===== src/rtl/dsp_ser_pkg.sv =====
`timescale 1ns/1ps
package dsp_ser_pkg;
    localparam int WORD_MAX = 32;
    localparam int CNT_W    = $clog2(2 * WORD_MAX + 1);

    typedef enum logic [1:0] {
        WLEN_16 = 2'b00,
        WLEN_20 = 2'b01,
        WLEN_24 = 2'b10,
        WLEN_32 = 2'b11
    } wlen_e;

    function automatic logic [CNT_W-1:0] wlen_bits(input logic [1:0] sel);
        case (wlen_e'(sel))
            WLEN_16: wlen_bits = CNT_W'(16);
            WLEN_20: wlen_bits = CNT_W'(20);
            WLEN_24: wlen_bits = CNT_W'(24);
            default: wlen_bits = CNT_W'(32);
        endcase
    endfunction
endpackage


===== src/rtl/dsp_edge_sync.sv =====
`timescale 1ns/1ps
module dsp_edge_sync #(
    parameter int SYNC_STAGES = 2
) (
    input  logic clk,
    input  logic rst_n,
    input  logic bclk,
    input  logic fsync,
    output logic fall_evt,
    output logic frame_start
);
    localparam int LAST = SYNC_STAGES - 1;

    typedef struct packed {
        logic [SYNC_STAGES-1:0] bclk_sr;
        logic [SYNC_STAGES-1:0] fsync_sr;
        logic                   bclk_prev;
        logic                   fsync_at_fall;
    } edge_state_t;

    edge_state_t state_d, state_q;
    logic        fall_w;
    logic        start_w;

    always_comb begin
        state_d = state_q;
        fall_w  = state_q.bclk_prev & ~state_q.bclk_sr[LAST];
        start_w = fall_w & state_q.fsync_sr[LAST] & ~state_q.fsync_at_fall;
        if (SYNC_STAGES > 1) begin
            state_d.bclk_sr  = {state_q.bclk_sr[SYNC_STAGES-2:0], bclk};
            state_d.fsync_sr = {state_q.fsync_sr[SYNC_STAGES-2:0], fsync};
        end else begin
            state_d.bclk_sr  = {SYNC_STAGES{bclk}};
            state_d.fsync_sr = {SYNC_STAGES{fsync}};
        end
        state_d.bclk_prev = state_q.bclk_sr[LAST];
        if (fall_w) begin
            state_d.fsync_at_fall = state_q.fsync_sr[LAST];
        end
    end

    always_ff @(posedge clk) begin
        if (!rst_n) begin
            state_q <= '0;
        end else begin
            state_q <= state_d;
        end
    end

    assign fall_evt    = fall_w;
    assign frame_start = start_w;

    // Falling edges need at least one high sample in between, so starts are isolated.
    assert_start_isolated_R2: assert property (@(posedge clk) disable iff (!rst_n)
        frame_start |=> !frame_start);

    assert_fall_isolated_R3: assert property (@(posedge clk) disable iff (!rst_n)
        fall_evt |=> !fall_evt);
endmodule


===== src/rtl/dsp_word_shifter.sv =====
`timescale 1ns/1ps
module dsp_word_shifter
    import dsp_ser_pkg::*;
#(
    parameter int WORD_W = WORD_MAX
) (
    input  logic              clk,
    input  logic              rst_n,
    input  logic              shift_en,
    input  logic              start,
    input  logic [1:0]        wl_sel,
    input  logic [WORD_W-1:0] left_in,
    input  logic [WORD_W-1:0] right_in,
    output logic              sdo,
    output logic              load_ack
);
    localparam int CW = $clog2(2 * WORD_W + 1);

    typedef struct packed {
        logic [WORD_W-1:0] left;
        logic [WORD_W-1:0] right;
        logic [CW-1:0]     len;
        logic [CW-1:0]     cnt;
        logic              active;
        logic              sdo;
        logic              ack;
    } shift_state_t;

    shift_state_t      state_d, state_q;
    logic [CW-1:0]     new_len;
    logic [CW-1:0]     pair_len;
    logic [CW-1:0]     bit_idx;
    logic [WORD_W-1:0] picked;
    logic [WORD_W-1:0] new_msb_vec;

    always_comb begin
        state_d     = state_q;
        state_d.ack = 1'b0;
        new_len     = CW'(wlen_bits(wl_sel));
        pair_len    = state_q.len << 1;
        bit_idx     = '0;
        picked      = '0;
        new_msb_vec = left_in >> (new_len - CW'(1));
        if (start) begin
            state_d.left   = left_in;
            state_d.right  = right_in;
            state_d.len    = new_len;
            state_d.cnt    = CW'(1);
            state_d.active = 1'b1;
            state_d.ack    = 1'b1;
            state_d.sdo    = new_msb_vec[0];
        end else if (shift_en && state_q.active) begin
            if (state_q.cnt == pair_len) begin
                state_d.active = 1'b0;
                state_d.sdo    = 1'b0;
            end else begin
                if (state_q.cnt < state_q.len) begin
                    bit_idx = state_q.len - CW'(1) - state_q.cnt;
                    picked  = state_q.left >> bit_idx;
                end else begin
                    bit_idx = pair_len - CW'(1) - state_q.cnt;
                    picked  = state_q.right >> bit_idx;
                end
                state_d.sdo = picked[0];
                state_d.cnt = state_q.cnt + CW'(1);
            end
        end
    end

    always_ff @(posedge clk) begin
        if (!rst_n) begin
            state_q <= '0;
        end else begin
            state_q <= state_d;
        end
    end

    assign sdo      = state_q.sdo;
    assign load_ack = state_q.ack;

    logic [WORD_W-1:0] held_msb_vec;
    assign held_msb_vec = state_q.left >> (state_q.len - CW'(1));

    assert_msb_on_start_R2: assert property (@(posedge clk) disable iff (!rst_n)
        load_ack |-> (sdo == held_msb_vec[0]));

    assert_change_on_fall_R3: assert property (@(posedge clk) disable iff (!rst_n)
        !$stable(sdo) |-> ($past(shift_en) || $past(start)));

    assert_count_bound_R5: assert property (@(posedge clk) disable iff (!rst_n)
        state_q.active |-> (state_q.cnt <= (state_q.len << 1)));

    assert_idle_low_R6: assert property (@(posedge clk) disable iff (!rst_n)
        (!state_q.active && !$past(start)) |-> !sdo);

    assert_ack_single_R8: assert property (@(posedge clk) disable iff (!rst_n)
        load_ack |=> !load_ack);
endmodule


===== src/rtl/dsp_late_serializer.sv =====
`timescale 1ns/1ps
module dsp_late_serializer
    import dsp_ser_pkg::*;
#(
    parameter int SYNC_STAGES = 2,
    parameter int WORD_W      = WORD_MAX
) (
    input  logic              clk,
    input  logic              rst_n,
    input  logic              bclk,
    input  logic              fsync,
    input  logic [1:0]        wl_sel,
    input  logic [WORD_W-1:0] left_in,
    input  logic [WORD_W-1:0] right_in,
    output logic              sdo,
    output logic              load_ack
);
    logic fall_evt;
    logic frame_start;

    dsp_edge_sync #(.SYNC_STAGES(SYNC_STAGES)) u_edge (
        .clk         (clk),
        .rst_n       (rst_n),
        .bclk        (bclk),
        .fsync       (fsync),
        .fall_evt    (fall_evt),
        .frame_start (frame_start)
    );

    dsp_word_shifter #(.WORD_W(WORD_W)) u_shift (
        .clk      (clk),
        .rst_n    (rst_n),
        .shift_en (fall_evt),
        .start    (frame_start),
        .wl_sel   (wl_sel),
        .left_in  (left_in),
        .right_in (right_in),
        .sdo      (sdo),
        .load_ack (load_ack)
    );

    assert_ack_follows_fall_R8: assert property (@(posedge clk) disable iff (!rst_n)
        load_ack |-> $past(fall_evt));
endmodule


===== config.mk =====
export PLATFORM = sky130hd
export DESIGN_NAME = dsp_late_serializer
export DESIGN_NICKNAME = d
export VERILOG_FILES = /design/src/rtl/dsp_ser_pkg.sv /design/src/rtl/dsp_edge_sync.sv /design/src/rtl/dsp_word_shifter.sv /design/src/rtl/dsp_late_serializer.sv
export SDC_FILE = /design/constraint.sdc
export NUM_CORES = 1
export LEC_CHECK = 0
export CAP_MARGIN = 20
export CORE_MARGIN = 8
export CORE_UTILIZATION = 53
export DETAILED_ROUTE_END_ITERATION = 6
export GPL_TIMING_DRIVEN = 0
export HOLD_SLACK_MARGIN = 0.05
export PLACE_DENSITY = 0.8
export SYNTH_ARGS = -nofsm -noshare
export SYNTH_HDL_FRONTEND = slang
export SYNTH_SLANG_ARGS = --single-unit
export TNS_END_PERCENT = 20

===== constraint.sdc =====
create_clock -name clk -period 3.8 [get_ports clk]
set_input_delay 1.14 -clock clk [delete_from_list [all_inputs] [get_ports clk]]
set_output_delay 1.14 -clock clk [all_outputs]
set_load 0.02 [all_outputs]

After elaboration in Yosys (flattened, before gate mapping)
Cells that the tools add are included.

Input bits: 70. Register bits after elaboration: 87. Word-level logic and storage cells: 49.

Equal/unequal tests: 4. Shift operators: 3. Reduce and logical (&&, ||, !) cells: 8. Magnitude comparators: 1. Bitwise logic cells: 7. $add $sub $neg: 6. Muxes and demuxes: 8.

Operators by type and width (count): >> shifter 32 x 7 -> 1 bit (3); one-hot mux 6 bit (3 select lines) (1); subtractor 7 x 1 -> 7 bit, second input constant (2); subtractor 7 bit (2); adder 7 x 1 -> 7 bit, second input constant (1); == test 7 bit (1); < comparator 7 bit (1); subtractor 6 x 1 -> 7 bit, second input constant (1); 2-to-1 mux 3 bit (2); AND reduction 2 bit (3); 2-to-1 mux 1 bit (5); NOT 1 bit (4); nonzero test 2 bit (2); AND 1 bit (3); == test 2 x 1 -> 1 bit, second input constant (1); == test 2 bit, second input constant (1); zero test 2 bit (1); inequality test 2 bit, second input constant (1); OR reduction 2 bit (1); logical AND 1 bit (1).

Longest topological paths before layout
Word-level depth: 7. Depth in mapped cells: 10. Depth with buffers taken out: 9.

By module
Synthesis repeated with hierarchy kept, for this count alone.

Cell total of the unflattened synthesis: 375. Area total of the unflattened synthesis: 4209.0 um^2.

Modules (own cells, without submodules): dsp_word_shifter (cells each 359, area an instance 4016.4 um^2, seq. area each 1561.5 um^2, times used 1); dsp_edge_sync (cells each 16, area an instance 192.7 um^2, seq. area each 120.1 um^2, times used 1).

Least setup slack after synthesis
Ideal clock, no wire load.

Path kind: flip-flop to flip-flop. Start point: reg u_shift.state_q[5] (netlist name). End point: reg u_shift.state_q (netlist bit u_shift.sdo). Period minus slack after synthesis: 2.838 ns. Cell stages (with the launch flop): 11. Arrival time: 2.716 ns. Buffers on the path: 1. Path slack: 0.962 ns. Cell sequence: dfxtp_1 clkbuf_1 inv_1 ha_1 fa_1 xor2_1 mux2_2 or3_1 o21ai_1 nor3_1 a311o_1.

Word-level cells in the longest chain between the ends: 6. Elaborated cells on any way between the ends: 10. Those cells by class: add/sub: 2; order compare: 1; eq/ne: 1; shift: 2; mux: 4.

RTL lines: from (decl) (line dsp_word_shifter.sv:29) `shift_state_t state_d, state_q;`; from (signal assigned) (line dsp_word_shifter.sv:74) `state_q <= state_d;`; subtractor 7 bit (on tied branches) (line dsp_word_shifter.sv:61, dsp_word_shifter.sv:58); >> shifter 32 x 7 -> 1 bit (on tied branches) (line dsp_word_shifter.sv:62, dsp_word_shifter.sv:59); 2-to-1 mux 1 bit (line dsp_word_shifter.sv:57) `if (state_q.cnt < state_q.len) begin`; 2-to-1 mux 1 bit (*) (line dsp_word_shifter.sv:53) `if (state_q.cnt == pair_len) begin`; 2-to-1 mux 3 bit (*) (line dsp_word_shifter.sv:52) `end else if (shift_en && state_q.active) begin`; 2-to-1 mux 3 bit (*) (line dsp_word_shifter.sv:44) `if (start) begin`.

Every way passes the cells marked *; elsewhere a longest branch is shown, timed or not. The select of a mux whose other input is x is not followed. A chain may end at the register's enable or synchronous reset.

Final worst setup path
Same ends and word-level chain as after synthesis.

==> results.tsv <==
stage	metric	value	unit
yosys	synth_cell_types	46	
job	maxCapViolations	0	
yosys	yosysTopAreaCell	dfxtp_1	
yosys	syn_avg_cell_area	8.94	um^2
clock_tree	cts_tree	yes	
clock_tree	h-tree-depth	3	
yosys	netlist_area	0.00417	mm^2
critical_path	timing.rr.start	u_shift.state_q[5]	
global_route	grt_max_degree	15	
placed_design	hpwl	7690	um
yosys	synth-edff-count	0	
run_status	status	finished, final reports clean	
final_layout	layout-drive-gt1-share	0.0560	
yosys	ys.flop_type	dfxtp_1	
clock_tree	clockBufferDepth	2	
clock_tree	cts.sinks	84	
critical_path	r2r_cells	10	
detailed_routing	wl	10100	um
yosys	synth_nets	556	
timing	fin_skew	0.00870	ns
timing	setup_viol_count_final	0	
detailed_routing	ant_nets	0	
global_route	grt_pass1_wl	17500	um
timing	tns	0	ns
timing	rsz0062_at_grt	no	
timing	drv_slew	0	
critical_path	cp.arrival	3.68	ns
clock_tree	cts_resized	0	
floorplanning	die_width	105	um
yosys	async_reset_ff_frac	0	
critical_path	startpoint_type	flop	
timing	min_period_over_period	0.905	
clock_tree	clk_latency	0.36	ns
yosys	ys_top_cells_by_count	nand2_1 (145), dfxtp_1 (84), a21boi_0 (69)	
detailed_routing	drt_iter0_markers	121	
pwr	ir_drop	0.191	mV
clock_tree	cts-buffers-inserted	9	
timing	max_freq	291	MHz
clock_tree	clkSlewWorstSetupHoldPaths	0.08	ns
global_route	grt_pass1_vias	3796	
critical_path	critPathCaptureType	flop	
yosys	ys_seq_area_frac	0.403	
worst_hold_path	whs_path_depth	1	
yosys	synth_area_leaders	dfxtp_1 (40%), nand2_1 (13%), a21boi_0 (12%)	
floorplanning	die_h	105	um
yosys	ys_ff_latch	84	
yosys	yosys_warnings	0	
critical_path	slowest_stage	dfxtp_1	
yosys	synth.top_cell.area_share	0.403	
pwr	leakagePower	0.00185	uW
critical_path	path_cells	clkbuf_1 > inv_1 > ha_1 > fa_1 > xor2_1 > mux2_2 > or3_1 > o21ai_1 > nor3_1 > a311o_1	
global_route	antenna_found_initial	0	
placed_design	port_buffers	71	
placed_design	gp_congestion	0.878	
pwr	total_power	1840	uW
floorplanning	fp.dieArea	0.0110	mm^2
detailed_routing	vias	3560	
floorplanning	ios	72	
floorplanning	core_area	0.00769	mm^2
clock_tree	post_cts_buffers	0	
worst_hold_path	holdPathEnd	u_edge.state_d[1]	
worst_hold_path	worstHoldPathType	flop to flop	
yosys	synth_most_common_cell	nand2_1	
critical_path	timing.rr.end	u_shift.sdo	
critical_path	critPathMaxStageDelay	0.47	ns
final_layout	fin_nets	638	
timing	period_minus_slack	3.44	ns
critical_path	critPathMaxFanout	10	
critical_path	setup.worst_path.class	flop to flop	
timing	tightest_slew	0.578	ns
final_layout	num_antenna_cells	0	
timing	finalHoldViolCount	0	
clock_tree	cts_hold_buffers	0	
detailed_routing	drt_pass1_iterations	5	
floorplanning	initial_core_util	0.543	
detailed_routing	vias_per_cell	5.43	
global_route	grt.overflow.total	0	
final_layout	syn_to_final_growth	26.4	%
critical_path	worstPathRequired	4.04	ns
pwr	p_per_area	348	mW/mm^2
detailed_routing	routedWlPerCell	15.5	um
yosys	postSynthCellCount	467	
critical_path	reg2reg_slack	0.36	ns
floorplanning	fp-row-count	32	
detailed_routing	drcViolationCount	0	
timing	slew-limit-headroom	0.614	
worst_hold_path	hp-start	u_edge.state_d[5]	
global_route	grt_usage	0.192	
clock_tree	root_buffer	clkbuf_8	
power breakdown:
group	internal [uW]	switching (uW)
Combinational	85.5	38.5
Clock	502	322
Sequential	884	2.78
Total	1470	364
through the flow:
| stage | instance area (um^2) | cells | worst slack (ns) | utilization | hold slack, ns |
|---|---|---|---|---|---|
| CTS | 5270 | 656 | 0.379 | 0.686 | 0.443 |
| global route | 5270 | 656 | 0.189 | 0.686 | 0.460 |
| finish | 5270 | 656 | 0.360 | 0.686 | 0.436 |
| detailed placement | 5010 | 640 | 0.402 | 0.652 | 0.422 |
| floorplan | 4170 | 467 | 0.962 | - | 0.412 |
| global placement | 5010 | 640 | 0.500 | 0.652 | 0.416 |
layout by cell type (no fill, tap or decap), types with 3 or more instances in the layout:
cell / count
mux4_2: 7
nor2_1: 10
xor2_1: 4
clkbuf_8: 9
xnor2_1: 5
mux2i_1: 4
nor2b_1: 3
mux4_1: 8
clkdlybuf4s50_1: 71
bufinv_16: 4
nand2_1: 145
ha_1: 17
o21ai_0: 6
a21boi_0: 69
inv_1: 11
a211oi_1: 6
dfxtp_1: 84
a21oi_1: 3
nand3_1: 7
and2_1: 11
buf_1: 3
clkbuf_1: 25
how the worst max path moves through the flow:
stage | start | endpoint | slack (ns) | cells past startpoint
global route | u_shift.state_q[5] | u_shift.sdo | 0.19 | 10
floorplan | u_shift.state_q[5] | u_shift.sdo | 0.96 | 10
finish | u_shift.state_q[5] | u_shift.sdo | 0.36 | 10
global placement | u_shift.state_q[5] | u_shift.sdo | 0.50 | 10
CTS | u_shift.state_q[5] | u_shift.sdo | 0.38 | 10
detailed placement | u_shift.state_q[5] | u_shift.sdo | 0.40 | 10
area by class of cell:
| class | count | area [um^2] |
|---|---|---|
| Buffer | 31 | 133 |
| Clock buffer | 9 | 124 |
| Clock inverter | 7 | 139 |
| Fill cell | 637 | 2410 |
| Inverter | 12 | 45.0 |
| Multi-Input combinational cell | 340 | 2310 |
| Sequential cell | 84 | 1680 |
| Tap cell | 102 | 128 |
| Timing Repair Buffer | 71 | 711 |
metal layers:
metal / routed length, um / track usage / part of all wire / vias to the layer above
li1: - / - / - / 1749
met5: 0 / 0 / 0 / -
met1: 4370 / 0.216 / 0.43 / 1683
met2: 4900 / 0.334 / 0.48 / 107
met4: 244 / 0.0734 / 0.024 / 0
met3: 623 / 0.0571 / 0.061 / 21
state kept, by name, summed over array words and instances, names as in the netlist:
| name | flops |
|---|---|
| u_shift.state_q | 72 |
| u_edge.state_d | 3 |
| u_shift.sdo | 1 |
| u_shift.load_ack | 1 |
| u_edge.state_q | 3 |
| u_shift.pair_len | 4 |
worst max-delay path: cells and delay by family, from the launching register on:
kind / cells / cell delay [ns]
adder cells (fa/ha/maj): 2 / 0.66
buffers and inverters: 2 / 0.64
flip-flops: 1 / 0.47
AO/OA/AOI/OAI: 2 / 0.43
multiplexers: 1 / 0.38
XOR/XNOR: 1 / 0.37
AND/OR/NAND/NOR: 2 / 0.37
cells by family after synthesis:
family,after synthesis,share of synthesized area
mux,21,0.103
xor+xnor,9,0.0189
fa+ha+maj,19,0.0606
simple gates,192,0.197
buf+inv,43,0.0426
flops,84,0.403
compound gates,99,0.175
Power figures use the tool's default switching activity.
